==> config.mk <==
export PLATFORM = sky130hd
export DESIGN_NAME = pll_cfg_lock
export DESIGN_NICKNAME = d
export VERILOG_FILES = /design/src/rtl/pll_cfg_pkg.sv /design/src/rtl/pll_lock_ctrl.sv /design/src/rtl/pll_freq_calc.sv /design/src/rtl/pll_cfg_datapath.sv /design/src/rtl/pll_cfg_lock.sv
export SDC_FILE = /design/constraint.sdc
export NUM_CORES = 1
export LEC_CHECK = 0
export BUFFER_PORTS_ARGS = -buffer_cell sky130_fd_sc_hd__buf_2
export CAP_MARGIN = 20
export CORE_MARGIN = 8
export CORE_UTILIZATION = 59
export DETAILED_ROUTE_END_ITERATION = 12
export HOLD_SLACK_MARGIN = 0.06
export PLACE_DENSITY = 0.83
export SYNTH_ARGS = -nofsm -noshare
export SYNTH_HDL_FRONTEND = slang
export SYNTH_SLANG_ARGS = --single-unit
export TNS_END_PERCENT = 100
==> constraint.sdc <==
create_clock -name clk -period 64.9 [get_ports clk]
set_input_delay 9.735 -clock clk [delete_from_list [all_inputs] [get_ports clk]]
set_output_delay 9.735 -clock clk [all_outputs]
set_load 0.02 [all_outputs]
==> src/rtl/pll_cfg_pkg.sv <==
package pll_cfg_pkg;

  // Configuration word geometry (software-visible; positions are behaviour)
  localparam int CFG_W    = 32;
  localparam int EN_BIT   = 31;
  localparam int LOCK_BIT = 29;
  localparam int M_LSB    = 16;
  localparam int M_W      = 10;
  localparam int P_LSB    = 8;
  localparam int P_W      = 6;
  localparam int S_LSB    = 0;
  localparam int S_W      = 3;

  typedef struct packed {
    logic           en;
    logic [M_W-1:0] m;
    logic [P_W-1:0] p;
    logic [S_W-1:0] s;
  } pllFields_t;

  typedef struct packed {
    logic captureCfg;
    logic captureLock;
  } ctrlStrobe_t;

  typedef enum logic [1:0] {
    LK_IDLE  = 2'd0,
    LK_COUNT = 2'd1,
    LK_DONE  = 2'd2
  } lockState_t;

  function automatic pllFields_t unpackCfg(input logic [CFG_W-1:0] word);
    pllFields_t f;
    f.en = word[EN_BIT];
    f.m  = word[M_LSB +: M_W];
    f.p  = word[P_LSB +: P_W];
    f.s  = word[S_LSB +: S_W];
    return f;
  endfunction

endpackage

==> src/rtl/pll_lock_ctrl.sv <==
module pll_lock_ctrl
  import pll_cfg_pkg::*;
#(
  parameter int LOCK_W = 16
) (
  input  logic              clk,
  input  logic              rstN,
  input  logic              cfgWrEn,
  input  logic              reqEnable,
  input  logic              lockWrEn,
  input  logic [LOCK_W-1:0] lockTime,
  output ctrlStrobe_t       strobe,
  output logic              locked
);

  lockState_t        state;
  logic [LOCK_W-1:0] count;
  logic              countDone;

  assign countDone = (count == '0);

  always_comb begin
    strobe.captureCfg  = cfgWrEn;
    strobe.captureLock = lockWrEn;
  end

  // Every configuration write restarts the wait from the stored lock time.
  always_ff @(posedge clk or negedge rstN) begin
    if (!rstN) begin
      state <= LK_IDLE;
      count <= '0;
    end else if (cfgWrEn) begin
      count <= lockTime;
      state <= reqEnable ? LK_COUNT : LK_IDLE;
    end else if (state == LK_COUNT) begin
      if (countDone) state <= LK_DONE;
      else           count <= count - 1'b1;
    end
  end

  assign locked = (state == LK_DONE);

endmodule

==> src/rtl/pll_freq_calc.sv <==
module pll_freq_calc
  import pll_cfg_pkg::*;
#(
  parameter int FIN_KHZ = 24000,
  parameter int FREQ_W  = 32
) (
  input  pllFields_t        fields,
  output logic [FREQ_W-1:0] freqKhz
);

  localparam int FIN_W = $clog2(FIN_KHZ + 1);
  localparam int NUM_W = M_W + FIN_W;

  logic [NUM_W-1:0] product;
  logic [NUM_W-1:0] quotient;
  logic [FREQ_W-1:0] widened;

  assign product  = NUM_W'(fields.m) * NUM_W'(FIN_KHZ);
  assign quotient = (fields.p == '0) ? '0 : product / NUM_W'(fields.p);
  assign widened  = FREQ_W'(quotient);

  always_comb begin
    if (!fields.en || fields.p == '0)
      freqKhz = '0;
    else if (fields.s == '0)
      freqKhz = widened << 1;
    else
      freqKhz = widened >> (fields.s - 1'b1);
  end

endmodule

==> src/rtl/pll_cfg_datapath.sv <==
module pll_cfg_datapath
  import pll_cfg_pkg::*;
#(
  parameter int                LOCK_W     = 16,
  parameter logic [LOCK_W-1:0] LOCK_RESET = 'h2CF,
  parameter int                FIN_KHZ    = 24000,
  parameter int                FREQ_W     = 32
) (
  input  logic              clk,
  input  logic              rstN,
  input  ctrlStrobe_t       strobe,
  input  logic [CFG_W-1:0]  cfgWrData,
  input  logic [LOCK_W-1:0] lockWrData,
  input  logic              lockedIn,
  output logic [LOCK_W-1:0] lockTime,
  output logic [CFG_W-1:0]  cfgRdData,
  output logic [FREQ_W-1:0] freqKhz
);

  pllFields_t cfgQ;

  always_ff @(posedge clk or negedge rstN) begin
    if (!rstN) begin
      cfgQ     <= '0;
      lockTime <= LOCK_RESET;
    end else begin
      if (strobe.captureCfg)  cfgQ     <= unpackCfg(cfgWrData);
      if (strobe.captureLock) lockTime <= lockWrData;
    end
  end

  always_comb begin
    cfgRdData                  = '0;
    cfgRdData[EN_BIT]          = cfgQ.en;
    cfgRdData[LOCK_BIT]        = lockedIn;
    cfgRdData[M_LSB +: M_W]    = cfgQ.m;
    cfgRdData[P_LSB +: P_W]    = cfgQ.p;
    cfgRdData[S_LSB +: S_W]    = cfgQ.s;
  end

  pll_freq_calc #(
    .FIN_KHZ (FIN_KHZ),
    .FREQ_W  (FREQ_W)
  ) u_freq (
    .fields  (cfgQ),
    .freqKhz (freqKhz)
  );

endmodule

==> src/rtl/pll_cfg_lock.sv <==
module pll_cfg_lock
  import pll_cfg_pkg::*;
#(
  parameter int                LOCK_W     = 16,
  parameter logic [LOCK_W-1:0] LOCK_RESET = 'h2CF,
  parameter int                FIN_KHZ    = 24000,
  parameter int                FREQ_W     = 32
) (
  input  logic              clk,
  input  logic              rstN,
  input  logic              cfgWrEn,
  input  logic [31:0]       cfgWrData,
  input  logic              lockWrEn,
  input  logic [LOCK_W-1:0] lockWrData,
  output logic [31:0]       cfgRdData,
  output logic              locked,
  output logic [FREQ_W-1:0] freqKhz
);

  ctrlStrobe_t       strobe;
  logic [LOCK_W-1:0] lockTime;

  pll_lock_ctrl #(
    .LOCK_W (LOCK_W)
  ) u_ctrl (
    .clk       (clk),
    .rstN      (rstN),
    .cfgWrEn   (cfgWrEn),
    .reqEnable (cfgWrData[EN_BIT]),
    .lockWrEn  (lockWrEn),
    .lockTime  (lockTime),
    .strobe    (strobe),
    .locked    (locked)
  );

  pll_cfg_datapath #(
    .LOCK_W     (LOCK_W),
    .LOCK_RESET (LOCK_RESET),
    .FIN_KHZ    (FIN_KHZ),
    .FREQ_W     (FREQ_W)
  ) u_dp (
    .clk        (clk),
    .rstN       (rstN),
    .strobe     (strobe),
    .cfgWrData  (cfgWrData),
    .lockWrData (lockWrData),
    .lockedIn   (locked),
    .lockTime   (lockTime),
    .cfgRdData  (cfgRdData),
    .freqKhz    (freqKhz)
  );

endmodule

==> results.yml <==
logic_synthesis:
  ys_seq_area_share_pct: 7.17
  yosys.area.top_type: "ha_1"
  avgSynthCellArea_um2: 7.41
  ys_ff_latch: 54
  ys_dominant_reg_cell: "dfrtp_1"
  synth_cells: 2560
  yosysWarnings: 0
  synth_area_um2: 19000
  ys_types: 144
  synth-edff-count: 0
  synth.top_cell.area_share_pct: 12.3
  synth_area_leaders: "ha_1 (12%), dfrtp_1 (6.2%), nor2_1 (5.1%), nand2_1 (4.4%), fa_1 (4.1%)"
  synthArstFlopShare_pct: 100
detailed_routing:
  post_drt_wl_per_cell_um: 19.9
  first_iter_violations: 2124
  vias: 22289
  wl_mm: 66.3
  via_per_inst: 6.69
  ant_nets: 0
  route.detailed.drc: 0
  firstDrtPassIters: 8
clock_network:
  root_buffer: "clkbuf_16"
  clock_path_buffers: 2
  path_clk_slew_ns: 0.08
  htreeDepth: 2
  numCtsBuffers: 5
  cts.sinks: 54
  clock_latency_ns: 0.30
  cts_tree: "yes"
sta:
  hold_viol_final: 0
  period_share_pct: 97.9
  period_needed_ns: 63.53
  timing.slew.headroom_pct: 28.0
  fin_skew_ns: 0.00614
  tns_ns: 0
  clock.fmax_mhz: 15.7
  setup_viol: 0
  slew_viol_final: 0
  tightest_slew_ns: 1.08
hold_path:
  hold_path.class: "reg -> reg"
  hold_path_depth: 2
placement:
  gp_congestion: 0.936
  place_inst: 3232
  post-dp-hpwl_mm: 49.2
  io_buffers: 87
setup_path:
  crit_path_frequent_cell: "o21a_1"
  startpoint_type: "flop"
  arrival_ns: 53.80
  worstPathRequired_ns: 55.17
  cp_slowest_cell: "fa_1"
  reg2regPathDepth: 13
  cp_max_fo: 12
  slowest_delay_ns: 0.63
  crit_path_end_kind: "output pin"
  setup.worst_path.class: "reg -> out"
finish:
  final_cell_mix: "buf_4 (370), nor2_1 (232), nand2_1 (209)"
  syn_to_final_growth_pct: 23.5
  layout.nets: 3207
  stdcell_count: 3334
  drive_above_1_share_pct: 29.1
  final_common_cell: "buf_4"
  fillers: 2377
grt:
  grt_max_degree: 71
  grt.busiest_layer: "met2"
  grt_pass1_vias: 20881
  antenna_found_initial: 1
  grt_pass1_wl_mm: 102
  grt_util_met2_pct: 51.7
  grt_overflow: 0
  met1_usage_pct: 40.0
  met3_usage_pct: 4.63
  grt_usage_pct: 31.2
floorplanning:
  dieArea_um2: 38100
  io_pins: 117
  initial_core_util_pct: 60.0
  rows: 65
  die_w_um: 195
  fp.coreArea_um2: 31600
  dieHeight_um: 195
status:
  status: "complete, no violations"
flow_run:
  cap_violations: 0
==> Yosys cell counts (all sizes together) (56+ instances only) <==
cell / n
nor2: 258
o21a: 88
xnor2: 81
buf: 70
o21ai: 152
nand3: 56
nor3: 138
a21oi: 156
a211oi: 64
nand2: 225
inv: 136
ha: 186
==> area by class of cell <==
class,count,area (um2),share of cell area [%]
sequential,54,1370,5.83
clock buffer,6,129,0.550
timing repair buffer,467,3340,14.3
inverter,137,514,2.19
multi-input combinational,2265,17600,75.0
tap,402,503,2.15
clock inverter,2,13.8,0.0587
antenna,1,2.50,0.0107
==> flip-flops by register name, summed over array words and instances, names as in the netlist <==
name            cells
u_ctrl.state        2
u_ctrl.count       16
u_dp.cfgRdData     20
u_dp.lockTime      16
==> critical path, delay by kind of cell (launching register included) <==
| family | cells | cell delay, ns |
|---|---|---|
| compound gates | 129 | 22.49 |
| fa+ha+maj | 30 | 9.73 |
| buf+inv | 25 | 3.00 |
| flops | 1 | 0.48 |
| mux | 5 | 1.16 |
| simple gates | 98 | 16.51 |
==> path summary, 6_finish.rpt <==
kind | from | end | slack, ns
worst min-delay path | u_dp.lockTime[5] | u_ctrl.count[5] | 0.48
worst max-delay path | u_dp.cfgRdData[23] | freqKhz[0] | 1.37
worst max register to register | u_ctrl.count[0] | u_ctrl.count[13] | 61.52
min in group asynchronous | rstN | u_dp.lockTime[4] | 9.56
max in group asynchronous | rstN | u_dp.cfgRdData[24] | 54.82
worst min register to register | u_dp.lockTime[5] | u_ctrl.count[5] | 0.48
==> metal layers <==
layer	part of all wire, %	up-vias
met3	8.4	288
li1	-	10295
met4	5.3	0
met5	0	-
met2	46	1190
met1	41	10516
==> metrics by stage <==
step / setup WS [ns] / area [um2] / utilization [%] / hold WS [ns]
finish: 1.37 / 23400 / 74.1 / 0.482
global route: -1.03 / 23400 / 74.1 / 0.519
CTS: 0.00643 / 21900 / 69.3 / 0.482
detailed placement: -1.28 / 21500 / 68.1 / 0.465
global placement: 0.466 / 21500 / 68.1 / 0.464
floorplan: 0.0146 / 19200 / - / 0.446
==> timing repair <==
action	in CTS	in global routing
setup buffers	14	79
gates resized for setup	32	201
endpoints found under the hold margin	0	0
pin swaps	10	154
hold buffers	0	0
endpoints found under the setup margin	2	3
==> cells by family after synthesis <==
group           count (synthesis)  share of synthesized area (%)
simple gates                  997                           27.6
compound gates                814                           30.8
buf+inv                       257                           6.62
fa+ha+maj                     225                           16.4
xor+xnor                      128                           6.23
mux                            84                           5.16
flops                          54                           7.17
other cells                     1                         0.0198
Power is not shown: default switching activity piles up to over one toggle a cycle in this logic, so the estimate is an artifact.
